--- config.mk ---
export PLATFORM = sky130hd
export DESIGN_NAME = nor_cmd_seq
export DESIGN_NICKNAME = d
export VERILOG_FILES = /design/src/rtl/nor_cmd_pkg.sv /design/src/rtl/nor_grp_prot.sv /design/src/rtl/nor_cmd_fsm.sv /design/src/rtl/nor_rd_steer.sv /design/src/rtl/nor_cmd_seq.sv
export SDC_FILE = /design/constraint.sdc
export NUM_CORES = 1
export LEC_CHECK = 0
export BUFFER_PORTS_ARGS = -buffer_cell sky130_fd_sc_hd__buf_2
export CAP_MARGIN = 20
export CORE_MARGIN = 2
export CORE_UTILIZATION = 46
export CTS_CLUSTER_SIZE = 10
export DETAILED_ROUTE_END_ITERATION = 12
export MAX_ROUTING_LAYER = met4
export PLACE_DENSITY = 0.83
export SETUP_SLACK_MARGIN = 0.1
export SLEW_MARGIN = 10
export SYNTH_ARGS = -nofsm -noshare
export SYNTH_HDL_FRONTEND = slang
export SYNTH_SLANG_ARGS = --single-unit
--- constraint.sdc ---
create_clock -name clk -period 2.8 [get_ports clk]
set_clock_uncertainty 0.1 [all_clocks]
set_input_delay 0.28 -clock clk [delete_from_list [all_inputs] [get_ports clk]]
set_output_delay 0.28 -clock clk [all_outputs]
set_load 0.02 [all_outputs]
--- src/rtl/nor_cmd_pkg.sv ---
package nor_cmd_pkg;

  typedef enum logic [2:0] {
    M_READ    = 3'd0,
    M_AUTOSEL = 3'd1,
    M_BUSY_PG = 3'd2,
    M_BUSY_CE = 3'd3,
    M_BUSY_SE = 3'd4,
    M_SUSP_RD = 3'd5,
    M_SUSP_PG = 3'd6
  } mode_t;

  typedef enum logic [2:0] {
    S_IDLE, S_UNLK, S_SETUP, S_PDATA, S_EUNLK1, S_EUNLK2, S_ECMD
  } seq_t;

  localparam logic [7:0] C_UNLK1  = 8'hAA;
  localparam logic [7:0] C_UNLK2  = 8'h55;
  localparam logic [7:0] C_PROG   = 8'hA0;
  localparam logic [7:0] C_ERASE  = 8'h80;
  localparam logic [7:0] C_AUTO   = 8'h90;
  localparam logic [7:0] C_RESET  = 8'hF0;
  localparam logic [7:0] C_CHIP   = 8'h10;
  localparam logic [7:0] C_SECT   = 8'h30;
  localparam logic [7:0] C_SUSP   = 8'hB0;
  localparam logic [7:0] C_RESUME = 8'h30;
  localparam logic [7:0] ID_MFR   = 8'h04;
  localparam logic [7:0] ID_DEV   = 8'hAD;

endpackage

--- src/rtl/nor_grp_prot.sv ---
module nor_grp_prot #(
  parameter int SECT_W    = 5,
  parameter int GRP_SHIFT = 2,
  parameter int NPORT     = 3
) (
  input  logic [(1<<(SECT_W-GRP_SHIFT))-1:0] grp_prot,
  input  logic [NPORT-1:0][SECT_W-1:0]        sect,
  output logic [NPORT-1:0]                    prot
);
  localparam int GRP_W = SECT_W - GRP_SHIFT;

  function automatic logic [GRP_W-1:0] grp_of(input logic [SECT_W-1:0] s);
    return s[SECT_W-1:GRP_SHIFT];
  endfunction

  logic [NPORT-1:0][GRP_SHIFT-1:0] unused_low;

  for (genvar g = 0; g < NPORT; g++) begin : g_port
    assign prot[g]       = grp_prot[grp_of(sect[g])];
    assign unused_low[g] = sect[g][GRP_SHIFT-1:0];
  end
endmodule

--- src/rtl/nor_cmd_fsm.sv ---
module nor_cmd_fsm
  import nor_cmd_pkg::*;
#(
  parameter int ADDR_W = 21,
  parameter int SECT_W = 5,
  parameter int CMD_AW = 11
) (
  input  logic              clk,
  input  logic              rst_n,
  input  logic              wr_stb,
  input  logic [ADDR_W-1:0] wr_addr,
  input  logic [7:0]        wr_data,
  input  logic              wr_prot,
  input  logic              eng_done,
  output mode_t             mode,
  output logic [SECT_W-1:0] erase_sect,
  output logic              req_prog,
  output logic              req_chip,
  output logic              req_sect,
  output logic              req_susp,
  output logic              req_resume,
  output logic [ADDR_W-1:0] req_addr,
  output logic [7:0]        req_data
);
  localparam logic [CMD_AW-1:0] A_FIRST  = CMD_AW'('h555);
  localparam logic [CMD_AW-1:0] A_SECOND = CMD_AW'('h2AA);

  function automatic logic hit(input logic [CMD_AW-1:0] a, input logic [7:0] d,
                               input logic [CMD_AW-1:0] ea, input logic [7:0] ed);
    return (a == ea) && (d == ed);
  endfunction

  seq_t              seq, n_seq;
  mode_t             n_mode;
  logic [SECT_W-1:0] n_esect;
  logic [4:0]        n_req;
  logic              latch;

  logic [CMD_AW-1:0] w_lo;
  logic [SECT_W-1:0] w_sect;
  logic              susp, eng_busy;
  mode_t             fail_mode;

  assign w_lo      = wr_addr[CMD_AW-1:0];
  assign w_sect    = wr_addr[ADDR_W-1 -: SECT_W];
  assign susp      = (mode == M_SUSP_RD);
  assign fail_mode = susp ? M_SUSP_RD : M_READ;
  assign eng_busy  = mode inside {M_BUSY_PG, M_BUSY_CE, M_BUSY_SE, M_SUSP_PG};

  always_comb begin
    n_mode  = mode;
    n_seq   = seq;
    n_esect = erase_sect;
    n_req   = '0;
    latch   = 1'b0;
    if (eng_done && eng_busy) begin
      n_mode = (mode == M_SUSP_PG) ? M_SUSP_RD : M_READ;
    end else if (wr_stb) begin
      case (mode)
        M_READ, M_AUTOSEL, M_SUSP_RD: begin
          n_seq = S_IDLE;
          case (seq)
            S_IDLE: begin
              if (hit(w_lo, wr_data, A_FIRST, C_UNLK1)) n_seq = S_UNLK;
              else if (susp && wr_data == C_RESUME) begin
                n_mode = M_BUSY_SE;
                n_req  = 5'b00001;
              end else n_mode = fail_mode;
            end
            S_UNLK: begin
              if (hit(w_lo, wr_data, A_SECOND, C_UNLK2)) n_seq = S_SETUP;
              else n_mode = fail_mode;
            end
            S_SETUP: begin
              if (hit(w_lo, wr_data, A_FIRST, C_PROG)) n_seq = S_PDATA;
              else if (!susp && hit(w_lo, wr_data, A_FIRST, C_ERASE)) n_seq = S_EUNLK1;
              else if (!susp && hit(w_lo, wr_data, A_FIRST, C_AUTO)) n_mode = M_AUTOSEL;
              else n_mode = fail_mode;
            end
            S_PDATA: begin
              if (!wr_prot && !(susp && w_sect == erase_sect)) begin
                n_mode = susp ? M_SUSP_PG : M_BUSY_PG;
                n_req  = 5'b10000;
                latch  = 1'b1;
              end else n_mode = fail_mode;
            end
            S_EUNLK1: begin
              if (hit(w_lo, wr_data, A_FIRST, C_UNLK1)) n_seq = S_EUNLK2;
              else n_mode = M_READ;
            end
            S_EUNLK2: begin
              if (hit(w_lo, wr_data, A_SECOND, C_UNLK2)) n_seq = S_ECMD;
              else n_mode = M_READ;
            end
            S_ECMD: begin
              if (hit(w_lo, wr_data, A_FIRST, C_CHIP)) begin
                n_mode = M_BUSY_CE;
                n_req  = 5'b01000;
                latch  = 1'b1;
              end else if (wr_data == C_SECT && !wr_prot) begin
                n_mode  = M_BUSY_SE;
                n_req   = 5'b00100;
                n_esect = w_sect;
                latch   = 1'b1;
              end else n_mode = M_READ;
            end
            default: n_mode = M_READ;
          endcase
        end
        M_BUSY_SE: begin
          if (wr_data == C_SUSP) begin
            n_mode = M_SUSP_RD;
            n_req  = 5'b00010;
          end
        end
        default: ;
      endcase
    end
  end

  always_ff @(posedge clk or negedge rst_n) begin
    if (!rst_n) begin
      mode       <= M_READ;
      seq        <= S_IDLE;
      erase_sect <= '0;
      {req_prog, req_chip, req_sect, req_susp, req_resume} <= '0;
      req_addr   <= '0;
      req_data   <= '0;
    end else begin
      mode       <= n_mode;
      seq        <= n_seq;
      erase_sect <= n_esect;
      {req_prog, req_chip, req_sect, req_susp, req_resume} <= n_req;
      if (latch) begin
        req_addr <= wr_addr;
        req_data <= wr_data;
      end
    end
  end


  one_req_chk: assert property (@(posedge clk) disable iff (!rst_n)
    $onehot0({req_prog, req_chip, req_sect, req_susp, req_resume}));

  susp_src_chk: assert property (@(posedge clk) disable iff (!rst_n)
    req_susp |-> ($past(mode) == M_BUSY_SE) && (mode == M_SUSP_RD));

  resume_src_chk: assert property (@(posedge clk) disable iff (!rst_n)
    req_resume |-> ($past(mode) == M_SUSP_RD) && (mode == M_BUSY_SE));

  busy_hold_chk: assert property (@(posedge clk) disable iff (!rst_n)
    (mode == M_BUSY_PG && !eng_done) |=> (mode == M_BUSY_PG));

  susp_prog_chk: assert property (@(posedge clk) disable iff (!rst_n)
    (req_prog && mode == M_SUSP_PG) |-> (req_addr[ADDR_W-1 -: SECT_W] != erase_sect));
endmodule

--- src/rtl/nor_rd_steer.sv ---
module nor_rd_steer
  import nor_cmd_pkg::*;
#(
  parameter int ADDR_W = 21,
  parameter int SECT_W = 5,
  parameter int ID_AW  = 8
) (
  input  mode_t             mode,
  input  logic [ADDR_W-1:0] rd_addr,
  input  logic [SECT_W-1:0] erase_sect,
  input  logic              rd_prot,
  input  logic [7:0]        array_rdata,
  input  logic [7:0]        eng_status,
  output logic [7:0]        rd_data
);
  logic [ID_AW-1:0]  id_lo;
  logic [SECT_W-1:0] rd_sect;
  logic              unused_mid;

  assign id_lo      = rd_addr[ID_AW-1:0];
  assign rd_sect    = rd_addr[ADDR_W-1 -: SECT_W];
  assign unused_mid = ^rd_addr[ADDR_W-SECT_W-1:ID_AW];

  always_comb begin
    case (mode)
      M_READ:    rd_data = array_rdata;
      M_AUTOSEL: begin
        case (id_lo)
          ID_AW'(0): rd_data = ID_MFR;
          ID_AW'(1): rd_data = ID_DEV;
          ID_AW'(2): rd_data = {7'b0, rd_prot};
          default:   rd_data = 8'h00;
        endcase
      end
      M_SUSP_RD: rd_data = (rd_sect == erase_sect) ? eng_status : array_rdata;
      default:   rd_data = eng_status;
    endcase
  end
endmodule

--- src/rtl/nor_cmd_seq.sv ---
module nor_cmd_seq
  import nor_cmd_pkg::*;
#(
  parameter int ADDR_W    = 21,
  parameter int SECT_W    = 5,
  parameter int GRP_SHIFT = 2,
  parameter int CMD_AW    = 11,
  parameter int ID_AW     = 8
) (
  input  logic                                clk,
  input  logic                                rst_n,
  input  logic                                wr_stb,
  input  logic [ADDR_W-1:0]                   wr_addr,
  input  logic [7:0]                          wr_data,
  input  logic                                eng_done,
  input  logic [7:0]                          eng_status,
  input  logic [(1<<(SECT_W-GRP_SHIFT))-1:0]  grp_prot,
  input  logic [ADDR_W-1:0]                   rd_addr,
  input  logic [7:0]                          array_rdata,
  output logic [7:0]                          rd_data,
  output logic [2:0]                          mode,
  output logic                                req_prog,
  output logic                                req_chip,
  output logic                                req_sect,
  output logic                                req_susp,
  output logic                                req_resume,
  output logic [ADDR_W-1:0]                   req_addr,
  output logic [7:0]                          req_data
);
  localparam int NPORT = 3;

  mode_t                    mode_q;
  logic [SECT_W-1:0]        erase_sect;
  logic [NPORT-1:0][SECT_W-1:0] look_sect;
  logic [NPORT-1:0]         look_prot;
  logic                     wr_prot, rd_prot, req_prot;

  assign look_sect[0] = wr_addr[ADDR_W-1 -: SECT_W];
  assign look_sect[1] = rd_addr[ADDR_W-1 -: SECT_W];
  assign look_sect[2] = req_addr[ADDR_W-1 -: SECT_W];
  assign wr_prot  = look_prot[0];
  assign rd_prot  = look_prot[1];
  assign req_prot = look_prot[2];

  nor_grp_prot #(.SECT_W(SECT_W), .GRP_SHIFT(GRP_SHIFT), .NPORT(NPORT)) u_prot (
    .grp_prot (grp_prot),
    .sect     (look_sect),
    .prot     (look_prot)
  );

  nor_cmd_fsm #(.ADDR_W(ADDR_W), .SECT_W(SECT_W), .CMD_AW(CMD_AW)) u_fsm (
    .clk        (clk),
    .rst_n      (rst_n),
    .wr_stb     (wr_stb),
    .wr_addr    (wr_addr),
    .wr_data    (wr_data),
    .wr_prot    (wr_prot),
    .eng_done   (eng_done),
    .mode       (mode_q),
    .erase_sect (erase_sect),
    .req_prog   (req_prog),
    .req_chip   (req_chip),
    .req_sect   (req_sect),
    .req_susp   (req_susp),
    .req_resume (req_resume),
    .req_addr   (req_addr),
    .req_data   (req_data)
  );

  nor_rd_steer #(.ADDR_W(ADDR_W), .SECT_W(SECT_W), .ID_AW(ID_AW)) u_rd (
    .mode        (mode_q),
    .rd_addr     (rd_addr),
    .erase_sect  (erase_sect),
    .rd_prot     (rd_prot),
    .array_rdata (array_rdata),
    .eng_status  (eng_status),
    .rd_data     (rd_data)
  );

  assign mode = mode_q;


  prot_gate_chk: assert property (@(posedge clk) disable iff (!rst_n)
    (req_prog || req_sect) |-> !req_prot);

  idle_after_rst_chk: assert property (@(posedge clk) disable iff (!rst_n)
    ($past(mode_q) == M_READ && !$past(wr_stb)) |-> (mode_q == M_READ));
endmodule

==> flow_results.org <==
** Status
- The flow ran to the end, and the final reports show no timing, DRC or antenna violations.

** Detailed routing
- DR pass1 iterations :: 4
- Starting DRT DRC Count :: between 100 and 150
- Via count :: 2269
- Post-detailed-routing wire length :: approximately 6.7 mm
- In this run the remaining antenna-violating nets after routing total 0.
- Number of vias per cell :: 5.48
- For this run, design rule violations remaining after detail routing come to 0.
- After detailed routing, the average wire length per cell comes to 16.1 µm.

** Hold path
- Hold endpoint :: u_fsm.req_addr[11]$_DFFE_PN0P_
- Along the worst hold path, the cell count comes to 2.
- Worst hold path type :: in -> reg
- Launch point of the worst hold path :: wr_addr[11]

** STA
- Fmax :: between 300 and 400 MHz
- RSZ-0062 raised after global routing :: false
- Total count of max-transition violations in the final report :: 0
- Time the worst path needs with I/O delays and setup :: between 2 and 3 ns
- Tightest Pin Transition :: 0.586 ns
- Dividing the final minimum period by the clock period gives 0.913.
- Final TNS setup :: 0 ns
- The hold violation total from the final report was 0.
- Final setup vio count :: 0
- Measured against its own limit, the worst slew margin works out to 0.609.

** Pwr
- For this design the ratio of total power to cell area is 395 nW/µm².
- Worst supply voltage drop on vdd :: about 0.34 mV
- Summed over all cells, the static leakage comes to 1.77 nW.

** Clock network
- The clock passes through at most 2 buffers.
- TritonCTS built the clock tree.
- Counting every sink on the clock net gives 45.
- Number of CTS-inserted buffers :: 5
- CTS built an H-tree with a depth of 2.
- CTS clock-pin slew for the worst setup and hold paths :: 0.08 ns
- Number of setup buffers added after CTS :: 0
- Clk Latency, worst-skew pair :: 0.30 ns
- Clock root buffer :: clkbuf_8

** Floorplan
- The die is 78.4 µm wide.
- Core Box Area :: between 5000 and 6000 µm²
- The initial utilization of the core area, before any placement, comes to 0.468.
- Full die area :: between 6000 and 7000 µm²
- The floorplan has 27 rows.
- I/O pins :: ~120
- Vertical die dimension :: a little under 80 µm

** Worst setup path
- Kind of critical path :: reg -> out
- Critical Path Start :: u_fsm.erase_sect[1]$_DFFE_PN0P_
- Reg-to-reg endpoint :: u_fsm.mode[0]$_DFFE_PN0P_
- RR Startpoint :: u_fsm.mode[0]$_DFFE_PN0P_
- Data on the critical path is required at its endpoint by between 2 and 2.5 ns.
- Setup slack, reg-to-reg :: ~0.26 ns
- Along the worst path, the maximum fanout reaches 8.
- STA classifies the critical path startpoint as a flop.
- The worst setup path is captured at a primary output.
- Measured in cells, the most critical reg-to-reg path has a length of 6.
- Crit path arrival time :: around 2.2 ns

** Placement
- Global placer's final weighted congestion :: between 0.9 and 1
- Counting tap cells, the placed design contains a total of 404 instances.
- Detailed placer's ending HPWL :: roughly 5.1 mm
- Standard cell area after detailed placement :: about 3200 µm²
- Port bufs :: between 100 and 150

** Yosys
- Top post-synthesis cells by area :: dfrtp_1 44%, mux2_2 12%, mux2_4 5.9%
- Mean area per synthesized cell :: approximately 12 µm²
- During synthesis, Yosys emitted a total of 0 warnings.
- Top FF cell, synth :: dfrtp_1
- The synthesized design contains 45 register bits.
- Synthesis instantiated 53 different standard cells from the library.
- Of the post-synthesis cell area, the dominant cell type holds 0.442.
- The cell area that synthesis handed to floorplanning was around 2500 µm².
- Synthesis produced a netlist with a net count of slightly below 300.
- Counting flops with a built-in enable in the synthesized netlist gives 0.
- For this run, the register share of the synthesized area comes to 0.442.
- Cell count after synthesis :: about 220
- The largest total area in the synthesized netlist belongs to dfrtp_1.
- Of all flip-flops after synthesis, the portion carrying an async set or reset was 1.00.

** GRT
- Total global routing track utilization :: 0.221
- Entering global routing, the biggest net connects 46 pins.
- Number of antenna violations at the first check in global routing :: 0
- For this run the aggregate overflow at the end of global routing stands at 0.
- Number of global-route vias before repair :: around 2200
- The first global-routing pass estimated 10.4 mm of wire.

** Cells and area
- Of the cells placed in the final design, the portion with a size suffix greater than 1 is 0.529.
- Register cell area after layout :: between 1000 and 1500 µm²
- Excluding fillers, the count of instances in the completed layout stands at 414.
- After filler insertion, the fill cell instance count of the layout stands at 475.
- Layout area overhead :: 32.6%
- At the end of the flow, the number of nets in the layout was approximately 420.
- Multi-input gate area in the final layout :: approximately 1400 µm²
- Finished layout cell area :: approximately 3400 µm²
- Once layout is complete, the utilization of the core stands at 0.620.
- Ant. Diodes :: 0

** Flow run
- Max-cap check violation count :: 0
## how the worst max path moves through the flow
stage / to / slack [ns]
CTS: rd_data[2] / 0.18
floorplan: u_fsm.mode[0]$_DFFE_PN0P_ / 0.19
global route: rd_data[2] / 0.13
global placement: u_fsm.mode[0]$_DFFE_PN0P_ / 0.27
detailed placement: u_fsm.mode[0]$_DFFE_PN0P_ / 0.22
finish: rd_data[2] / 0.24
## metrics by stage
| stage | total power, mW | worst slack [ns] | hold slack, ns |
|---|---|---|---|
| after floorplan | 0.819 | 0.187 | -0.116 |
| after global placement | 0.944 | 0.267 | 0.381 |
| after detailed placement | 0.949 | 0.218 | 0.389 |
| after CTS | 1.33 | 0.176 | 0.0658 |
| after global routing | 1.40 | 0.135 | 0.0984 |
| final | 1.33 | 0.244 | 0.105 |
## final cells by class
type / count / share of cell area
multi-input cells: 164 / 0.411
clock inverters: 2 / 0.00297
repair buffers: 125 / 0.204
well taps: 72 / 0.0267
flip-flops and latches: 45 / 0.334
clock buffers: 6 / 0.0215
## cells in the mapped netlist, drive strengths merged, types with 2 or more instances
master  count
dfrtp      45
mux2       37
nor2       20
nand2       9
xnor2       8
nand2b      7
o21ai       7
a21oi       5
a221o       5
nand3       5
a31oi       4
buf         4
mux4        4
nand4       4
nor3        4
nor4        4
nor4b       4
a22o        3
nor4bb      3
xor2        3
a211o       2
and3b       2
and4b       2
clkbuf      2
nand3b      2
nor2b       2
or4         2
## registers in the layout, summed over array words and instances, names as in the netlist, 3 cells and up
signal            cells
u_fsm.req_addr       21
u_fsm.req_data        8
u_fsm.erase_sect      5
u_fsm.mode            3
u_fsm.seq             3
## cell families after synthesis
| family | after synthesis | share of synthesized area |
|---|---|---|
| simple gates | 76 | 0.181 |
| flops | 45 | 0.442 |
| mux | 41 | 0.214 |
| compound gates | 36 | 0.107 |
| xor+xnor | 11 | 0.0379 |
| buf+inv | 6 | 0.0172 |
## cell usage in the layout, fill, tap and decap left out, types with 2 or more instances in the layout
master and n:
a211o_1 2, a21oi_1 4, a221o_1 5, a22o_1 3
a31oi_1 4, and3b_1 2, and4b_1 2, buf_2 114
buf_4 8, clkbuf_8 5, clkinv_2 2, dfrtp_1 45
mux2_2 26, mux2_4 10, mux4_2 4, nand2_1 8
nand2b_1 6, nand3_1 5, nand3b_1 2, nand4_1 4
nor2_1 19, nor2b_1 2, nor3_1 3, nor4_1 4
nor4b_1 3, nor4bb_1 3, o21ai_0 6, or4_1 2
xnor2_1 8, xor2_1 3
## metal layers
| layer | GRT usage | vias to the layer above | wire length [µm] | share of wire |
|---|---|---|---|---|
| met3 | 0.0356 | 15 | 286 | 0.043 |
| li1 | - | 1072 | - | - |
| met4 | 0.0684 | 0 | 147 | 0.022 |
| met5 | - | - | 0 | 0 |
| met1 | 0.287 | 1112 | 2810 | 0.42 |
| met2 | 0.359 | 70 | 3420 | 0.51 |
## worst max-delay path: stages (launching register included)
cell and delay, ns:
dfrtp_1 0.43, xnor2_1 0.16, nand3_1 0.11, nor3_2 0.31
o21ba_2 0.19, nor2_1 0.12, a221o_1 0.39, buf_2 0.17
## power by group
group	switching [mW]	total (mW)	internal, mW
sequential	0.00158	0.654	0.653
combinational	0.164	0.291	0.127
clock	0.216	0.389	0.173
## repair_timing
action	CTS	global route
gates resized for setup	0	1
hold buffers	0	1
hold endpoints to repair	0	23
setup endpoints to repair	0	5
Power figures use the tool's default switching activity.
